$ cat config.mk
export PLATFORM = sky130hd
export DESIGN_NAME = ecm_engine
export DESIGN_NICKNAME = d
export VERILOG_FILES = /design/src/rtl/ecm_pkg.sv /design/src/rtl/ecm_rx_store.sv /design/src/rtl/ecm_tx_source.sv /design/src/rtl/ecm_engine.sv
export SDC_FILE = /design/constraint.sdc
export NUM_CORES = 1
export LEC_CHECK = 0
export BUFFER_PORTS_ARGS = -buffer_cell sky130_fd_sc_hd__buf_4
export CORE_ASPECT_RATIO = 1.75
export CORE_MARGIN = 2
export CORE_UTILIZATION = 37
export CTS_CLUSTER_DIAMETER = 200
export DETAILED_ROUTE_END_ITERATION = 7
export GPL_TIMING_DRIVEN = 0
export MAX_ROUTING_LAYER = met4
export SETUP_SLACK_MARGIN = 0.3
export SLEW_MARGIN = 20
export SYNTH_ARGS = -nofsm -noshare
export SYNTH_HDL_FRONTEND = slang
export SYNTH_SLANG_ARGS = --single-unit
$ cat constraint.sdc
create_clock -name clk -period 3.25 [get_ports clk]
set_clock_uncertainty 0.1 [all_clocks]
set_input_delay 0.1625 -clock clk [delete_from_list [all_inputs] [get_ports clk]]
set_output_delay 0.1625 -clock clk [all_outputs]
set_load 0.02 [all_outputs]
$ cat src/rtl/ecm_pkg.sv
package ecm_pkg;

   typedef enum logic [2:0] {
      ST_IDLE = 3'd0,
      ST_ADDR = 3'd1,
      ST_HDR  = 3'd2,
      ST_TX   = 3'd3,
      ST_RX   = 3'd4
   } ecm_state_e;

   localparam logic [7:0] CMD_READ  = 8'h01;
   localparam logic [7:0] IDLE_FILL = 8'hFF;

   localparam logic [1:0] LC_VAR   = 2'd0;
   localparam logic [1:0] LC_TWO   = 2'd1;
   localparam logic [1:0] LC_THREE = 2'd2;

   localparam int unsigned NOOP_LEN = 3;

   // Size announced by the two header bytes of a received message.
   function automatic logic [8:0] expect_len(input logic [7:0] h0, input logic [7:0] h1);
      if (!h0[7] || h0[6:5] == LC_VAR)
         return {1'b0, h1} + 9'd2;
      else if (h0[6:5] == LC_TWO)
         return 9'd2;
      else if (h0[6:5] == LC_THREE)
         return 9'd3;
      else
         return 9'd0;
   endfunction

   // Built-in filler message sent when nothing is queued.
   function automatic logic [7:0] noop_byte(input int unsigned i);
      case (i)
         0:       return 8'h02;
         1:       return 8'h07;
         2:       return 8'h02;
         default: return IDLE_FILL;
      endcase
   endfunction

endpackage

$ cat src/rtl/ecm_rx_store.sv
module ecm_rx_store #(
   parameter  int unsigned MAX_BYTES = 34,
   localparam int unsigned CW        = $clog2(MAX_BYTES + 1)
) (
   input  logic                   clk,
   input  logic                   rst_n,
   input  logic                   start,
   input  logic                   put,
   input  logic [7:0]             din,
   output logic [CW-1:0]          count,
   output logic                   full,
   output logic [7:0]             hdr0,
   output logic [7:0]             hdr1,
   output logic [MAX_BYTES*8-1:0] flat
);

   if (MAX_BYTES < 3) begin : g_bad_depth
      $error("ecm_rx_store: MAX_BYTES must be at least 3");
   end

   assign full = (count == CW'(MAX_BYTES));

   always_ff @(posedge clk or negedge rst_n) begin
      if (!rst_n)
         count <= '0;
      else if (start)
         count <= CW'(1);
      else if (put && !full)
         count <= count + CW'(1);
   end

   for (genvar g = 0; g < MAX_BYTES; g++) begin : g_lane
      logic [7:0] q;
      logic       hit;
      assign hit = (start && g == 0) || (put && !full && count == CW'(g));
      always_ff @(posedge clk or negedge rst_n) begin
         if (!rst_n)
            q <= '0;
         else if (hit)
            q <= din;
      end
      assign flat[g*8 +: 8] = q;
   end

   assign hdr0 = flat[7:0];
   assign hdr1 = flat[15:8];

endmodule

$ cat src/rtl/ecm_tx_source.sv
module ecm_tx_source #(
   parameter  int unsigned MAX_BYTES = 34,
   localparam int unsigned CW        = $clog2(MAX_BYTES + 1)
) (
   input  logic          clk,
   input  logic          rst_n,
   input  logic          arm,
   input  logic          have,
   input  logic [CW-1:0] q_size,
   input  logic [CW-1:0] idx,
   input  logic [7:0]    q_byte,
   output logic [7:0]    cur,
   output logic [CW-1:0] size_cur
);
   import ecm_pkg::*;

   if (NOOP_LEN > MAX_BYTES) begin : g_bad_noop
      $error("ecm_tx_source: filler message longer than MAX_BYTES");
   end

   logic          use_noop_q;
   logic [CW-1:0] size_q;
   logic          sel_noop;

   always_ff @(posedge clk or negedge rst_n) begin
      if (!rst_n) begin
         use_noop_q <= 1'b1;
         size_q     <= CW'(NOOP_LEN);
      end else if (arm) begin
         use_noop_q <= !have;
         size_q     <= have ? q_size : CW'(NOOP_LEN);
      end
   end

   // The arming cycle already needs byte 0, before the choice is latched.
   assign sel_noop = arm ? !have : use_noop_q;
   assign cur      = sel_noop ? noop_byte(32'(idx)) : q_byte;
   assign size_cur = size_q;

endmodule

$ cat src/rtl/ecm_engine.sv
module ecm_engine #(
   parameter  int unsigned MAX_BYTES = 34,
   localparam int unsigned CW        = $clog2(MAX_BYTES + 1)
) (
   input  logic                   clk,
   input  logic                   rst_n,
   input  logic                   ev_stb,
   input  logic                   ev_irq,
   input  logic                   ev_end,
   input  logic                   ev_rcv,
   input  logic                   ev_rnw,
   input  logic [7:0]             ev_byte,
   input  logic [7:0]             own_addr,
   input  logic                   tx_req,
   input  logic                   tx_have,
   input  logic [CW-1:0]          tx_size,
   input  logic [7:0]             tx_byte,
   output logic [CW-1:0]          tx_idx,
   output logic                   rd_vld,
   output logic [7:0]             rd_byte,
   output logic                   req_n,
   output logic                   addr_miss,
   output logic                   proto_err,
   output logic                   tx_done,
   output logic                   tx_rewind,
   output logic                   rx_done,
   output logic                   rx_bad,
   output logic                   rx_ovf,
   output logic [CW-1:0]          rx_len,
   output logic [MAX_BYTES*8-1:0] rx_buf
);
   import ecm_pkg::*;

   if (MAX_BYTES > 255) begin : g_bad_max
      $error("ecm_engine: MAX_BYTES above 255 is not supported");
   end

   ecm_state_e    state_q, st_d;
   logic [CW-1:0] tx_pos_q, pos_d;

   logic take, is_addr, is_plain, is_rsr, drives;
   logic rx_start, rx_put, arm;
   logic [7:0] fill;
   logic p_proto, p_done, p_bad, p_tdone, p_rew, p_ovf, p_miss;

   logic [CW-1:0] rx_count;
   logic          rx_full;
   logic [7:0]    hdr0, hdr1;
   logic [7:0]    src_byte;
   logic [CW-1:0] src_size;
   logic [8:0]    want_len;

   assign take     = ev_stb & ev_irq;
   assign is_addr  = ev_rcv & ~ev_rnw;
   assign is_plain = ~ev_end & ~ev_rcv & ~ev_rnw;
   assign is_rsr   = ~ev_end & ev_rcv & ev_rnw;
   assign drives   = ev_rnw & ~ev_end;
   assign want_len = expect_len(hdr0, hdr1);
   assign tx_idx   = (state_q == ST_TX) ? tx_pos_q : '0;

   ecm_rx_store #(.MAX_BYTES(MAX_BYTES)) u_rx (
      .clk   (clk),
      .rst_n (rst_n),
      .start (rx_start),
      .put   (rx_put),
      .din   (ev_byte),
      .count (rx_count),
      .full  (rx_full),
      .hdr0  (hdr0),
      .hdr1  (hdr1),
      .flat  (rx_buf)
   );

   ecm_tx_source #(.MAX_BYTES(MAX_BYTES)) u_tx (
      .clk      (clk),
      .rst_n    (rst_n),
      .arm      (arm),
      .have     (tx_have),
      .q_size   (tx_size),
      .idx      (tx_idx),
      .q_byte   (tx_byte),
      .cur      (src_byte),
      .size_cur (src_size)
   );

   always_comb begin
      st_d     = state_q;
      pos_d    = tx_pos_q;
      rx_start = 1'b0;
      rx_put   = 1'b0;
      arm      = 1'b0;
      fill     = IDLE_FILL;
      p_proto  = 1'b0;
      p_done   = 1'b0;
      p_bad    = 1'b0;
      p_tdone  = 1'b0;
      p_rew    = 1'b0;
      p_ovf    = 1'b0;
      p_miss   = 1'b0;
      if (take) begin
         if (is_addr) begin
            st_d   = ST_ADDR;
            p_miss = (ev_byte != own_addr);
         end else begin
            case (state_q)
               ST_IDLE: ;
               ST_ADDR: begin
                  if (is_plain) begin
                     rx_start = 1'b1;
                     st_d     = ST_HDR;
                  end else begin
                     p_proto = 1'b1;
                     st_d    = ST_IDLE;
                  end
               end
               ST_HDR: begin
                  if (is_rsr && hdr0 == CMD_READ) begin
                     arm   = 1'b1;
                     fill  = src_byte;
                     pos_d = CW'(1);
                     st_d  = ST_TX;
                  end else if (is_plain) begin
                     rx_put = 1'b1;
                     st_d   = ST_RX;
                  end else begin
                     p_proto = 1'b1;
                     st_d    = ST_IDLE;
                  end
               end
               ST_TX: begin
                  if (ev_end) begin
                     if (tx_pos_q != src_size) begin
                        p_rew = 1'b1;
                        pos_d = '0;
                     end else begin
                        p_tdone = 1'b1;
                        st_d    = ST_IDLE;
                     end
                  end else if (!ev_rnw || ev_rcv) begin
                     p_proto = 1'b1;
                     st_d    = ST_IDLE;
                  end else if (tx_pos_q < src_size) begin
                     fill  = src_byte;
                     pos_d = tx_pos_q + CW'(1);
                  end else begin
                     p_proto = 1'b1;
                     st_d    = ST_IDLE;
                  end
               end
               ST_RX: begin
                  if (ev_end && !ev_rnw) begin
                     if (32'(rx_count) == 32'(want_len))
                        p_done = 1'b1;
                     else
                        p_bad = 1'b1;
                     st_d = ST_IDLE;
                  end else if (ev_rnw || ev_rcv) begin
                     p_proto = 1'b1;
                     st_d    = ST_IDLE;
                  end else begin
                     rx_put = 1'b1;
                     p_ovf  = rx_full;
                  end
               end
               default: st_d = ST_IDLE;
            endcase
         end
      end
   end

   always_ff @(posedge clk or negedge rst_n) begin
      if (!rst_n) begin
         state_q   <= ST_IDLE;
         tx_pos_q  <= '0;
         rd_vld    <= 1'b0;
         rd_byte   <= IDLE_FILL;
         req_n     <= 1'b1;
         addr_miss <= 1'b0;
         proto_err <= 1'b0;
         tx_done   <= 1'b0;
         tx_rewind <= 1'b0;
         rx_done   <= 1'b0;
         rx_bad    <= 1'b0;
         rx_ovf    <= 1'b0;
      end else begin
         state_q   <= st_d;
         tx_pos_q  <= pos_d;
         rd_vld    <= take && drives;
         if (take && drives)
            rd_byte <= fill;
         if (take && is_rsr)
            req_n <= 1'b1;
         else if (p_rew || tx_req)
            req_n <= 1'b0;
         addr_miss <= p_miss;
         proto_err <= p_proto;
         tx_done   <= p_tdone;
         tx_rewind <= p_rew;
         rx_done   <= p_done;
         rx_bad    <= p_bad;
         rx_ovf    <= p_ovf;
      end
   end

   assign rx_len = rx_count;

endmodule

==> out/results.tsv <==
stage	metric	value	unit
route	wl	39410	um
route	drt-initial-drc-count	324	
layout	nets	1389	
floorplanning	die_w	147.3	um
critical_path	cp_slowest_stage_delay	0.41	ns
cts	clockBufferDepth	3	
power	pwr_density_cell	527.9	mW/mm2
critical_path	crit_type	flop to flop	
floorplanning	ios	340	
floorplanning	core_area	0.03530	mm2
route	vias	9079	
critical_path	start_kind	flop	
timing	fin_setup_tns	0	ns
placement	place_congestion	0.8145	
logic_synthesis	synth-xor-area-share	1.629	%
floorplanning	rows	91	
logic_synthesis	synth_nets	990	
timing	slew_headroom	36.21	%
critical_path	r2r-end	u_rx.g_lane[30].q[3]	
placement	portBuffers	331	
logic_synthesis	synth-edff-count	0	
logic_synthesis	syn_inst	937	
grt	grt_max_degree	96	
critical_path	rr_worst_depth	8	
critical_path	crit_chain	clkbuf_1 > nor2b_1 > nand3_1 > and2_1 > buf_6 > buf_12 > nand3_4 > mux2_2	
grt	grt.total_usage	21.38	%
cts	cts.sinks	311	
timing	slew_violations	0	
logic_synthesis	netlist_top_cells_area	dfrtp_1 56%, mux2_2 23%, dfstp_2 2.4%, nand3_4 2.0%, ha_1 1.3%	
logic_synthesis	syn-cell-area	0.01329	mm2
logic_synthesis	synth_top_area_cell	dfrtp_1	
logic_synthesis	ys_seq_elements	311	
route	viasPerCell	4.975	
power	ir_drop	626.9	uV
route	postRouteAntennaNets	0	
critical_path	crit_required	3.61	ns
logic_synthesis	synth.top_cell.area_share	56.29	%
logic_synthesis	synth_ff_type	dfrtp_1	
logic_synthesis	yosysMostFrequentCell	dfrtp_1	
route	wl_per_cell	21.60	um
layout	areaGrowthSynthToFinish	34.78	%
placement	place_ws	0.1098	ns
logic_synthesis	synth_mux_area_share	23.54	%
logic_synthesis	synth_compound_area_share	3.219	%
route	drc	0	
timing	holdWs	0.008975	ns
timing	fin_ws	0.4463	ns
grt	overflow	0	
logic_synthesis	yosys_warnings	0	
critical_path	regToRegStartpoint	u_rx.count[5]	
timing	setup_viol	0	
grt	grt_pass1_wl	59280	um
layout	final_area	0.01791	mm2
timing	period_needed	2.804	ns
cts	clk_pin_slew_worst_paths	0.06	ns
layout	fin_util	50.76	%
floorplanning	die-area	0.03752	mm2
cts	cts_made_buffers	30	
floorplanning	initial_core_util	37.66	%
layout	final_cells	1825	
power	p_leak	9.266	nW
run	max_cap_violations	0	
timing	layout_worst_path_cycle_share	86.27	%
timing	fmax	0.3567	GHz
critical_path	worst_setup_path_end_kind	flop	
critical_path	worstPathArrival	3.16	ns
grt	grt_pass1_vias	9600	
cts	cts_root_buf	clkbuf_16	
timing	rsz0062_at_grt	no	
route	first_pass_iters	4	
status	status	finished, final reports clean	
timing	final_hold_viol_count	0	
placement	postPlaceCellArea	0.01645	mm2
logic_synthesis	synth_cell_types	64	
grt	antenna_found_initial	0	
cts	htreeDepth	1	
cts	cts_tree	yes	
timing	tightest_slew	0.9496	ns
placement	dp.cells	1736	
floorplanning	chipHeight	254.7	um
placement	dp_hpwl	28590	um
critical_path	reg2reg_slack	0.45	ns
cts	insertion_delay	0.57	ns
layout	drive_gt1_share	53.16	%
critical_path	critPathSlowestCell	clkbuf_1	
critical_path	crit_fanout	10	
logic_synthesis	synthSimpleGateAreaFrac	9.395	%
logic_synthesis	async_reset_ff_share	100.0	%
logic_synthesis	synth_common_cells	299 x dfrtp_1, 272 x mux2_2, 42 x clkbuf_1	
logic_synthesis	synth_top_family_by_area	multiplexers	
min_path	hold_path.class	input pin to asynchronous set/reset pin	
logic_synthesis	ys_seq_area_share	58.67	%
logic_synthesis	synthAdderAreaFrac	1.318	%
logic_synthesis	syn_avg_cell_area	14.19	um2
layout	diodes	0	
power	power.total	9.458	mW
-- cells by family after synthesis --
group | after synthesis
DFF | 311
adders and majority gates | 14
muxes | 278
and+or+nand+nor | 174
buffers and inverters | 70
AOI/OAI and AO/OA | 67
xor gates and xnor gates | 23
-- report_power, final --
group	switching [mW]	total, mW	internal, mW
registers	0.169	4.17	4.00
clock network	1.54	3.86	2.31
logic	0.898	1.43	0.530
total	2.61	9.46	6.85
-- how the worst max path moves through the flow --
stage | to | start | slack (ns) | depth (start not counted)
3_5_place_dp | u_rx.g_lane[30].q[3] | u_rx.count[0] | 0.11 | 9
6_report | u_rx.g_lane[30].q[3] | u_rx.count[5] | 0.45 | 8
4_1_cts | rd_byte[2] | state_q[2] | 0.33 | 7
5_1_grt | u_tx.size_cur[0] | state_q[1] | 0.33 | 8
2_1_floorplan | u_rx.g_lane[29].q[0] | u_rx.count[0] | 0.57 | 9
3_3_place_gp | u_rx.g_lane[12].q[3] | rst_n | -0.95 | 1
-- area by class of cell --
type                       count  area (um2)
buffer                        55       242.7
tap                          465       581.8
sequential                   311        7797
fill                        3148       17380
inverter                      15       56.30
timing repair buffer         367        2905
multi-input combinational    556        5224
clock inverter                18       266.5
clock buffer                  38       840.8
-- metal layers --
layer	vias up	track usage, %	routed length, um
li1	4133	-	-
met1	4627	24.41	15060
met2	253	38.18	20940
met3	66	3.327	2022
met4	0	7.390	1387
met5	-	-	0
-- registers in the layout, summed over array words and instances (netlist names) --
| name | count |
|---|---|
| u_rx.g_lane.q | 256 |
| rx_bad | 1 |
| state_q | 3 |
| rx_ovf | 1 |
| u_rx.hdr0 | 8 |
| rx_done | 1 |
| tx_done | 1 |
| rd_vld | 1 |
| proto_err | 1 |
| rd_byte | 8 |
| addr_miss | 1 |
| u_rx.hdr1 | 8 |
| tx_pos_q | 6 |
| u_tx.size_cur | 6 |
| u_rx.count | 6 |
| tx_rewind | 1 |
| req_n | 1 |
| u_tx.use_noop_q | 1 |
-- timing repair --
item / CTS / global route
pin swaps: 0 / 1
endpoints found under the setup margin: 144 / 11
hold endpoints to repair: 159 / 0
hold buffers: 33 / 0
gates resized for setup: 2 / 4
buffers inserted: 0 / 0
-- cell usage in the layout, fill, tap and decap left out, drive strengths merged, types with 3 or more instances in the layout --
cell	instances
nor3b	8
a211oi	4
buf	346
nor3	9
mux2i	4
clkbuf	81
xnor2	8
inv	15
mux2	274
nor2b	7
and3	4
dlygate4sd3	33
a21oi	13
a21o	3
a31oi	4
nand2b	11
nor2	30
and2	11
nor4	5
clkinv	9
o21ai	18
nand4	9
xor2	14
a211o	3
dfrtp	299
or2	3
or4	3
o22ai	9
nand2	24
bufinv	6
clkinvlp	3
ha	14
dfstp	12
nand3	39
-- critical path, delay by kind of cell, from the launching register on --
family / cells / cell delay [ns]
buf+inv: 3 / 0.73
flops: 1 / 0.34
mux: 1 / 0.36
simple gates: 4 / 1.16
Power figures use the tool's default switching activity.
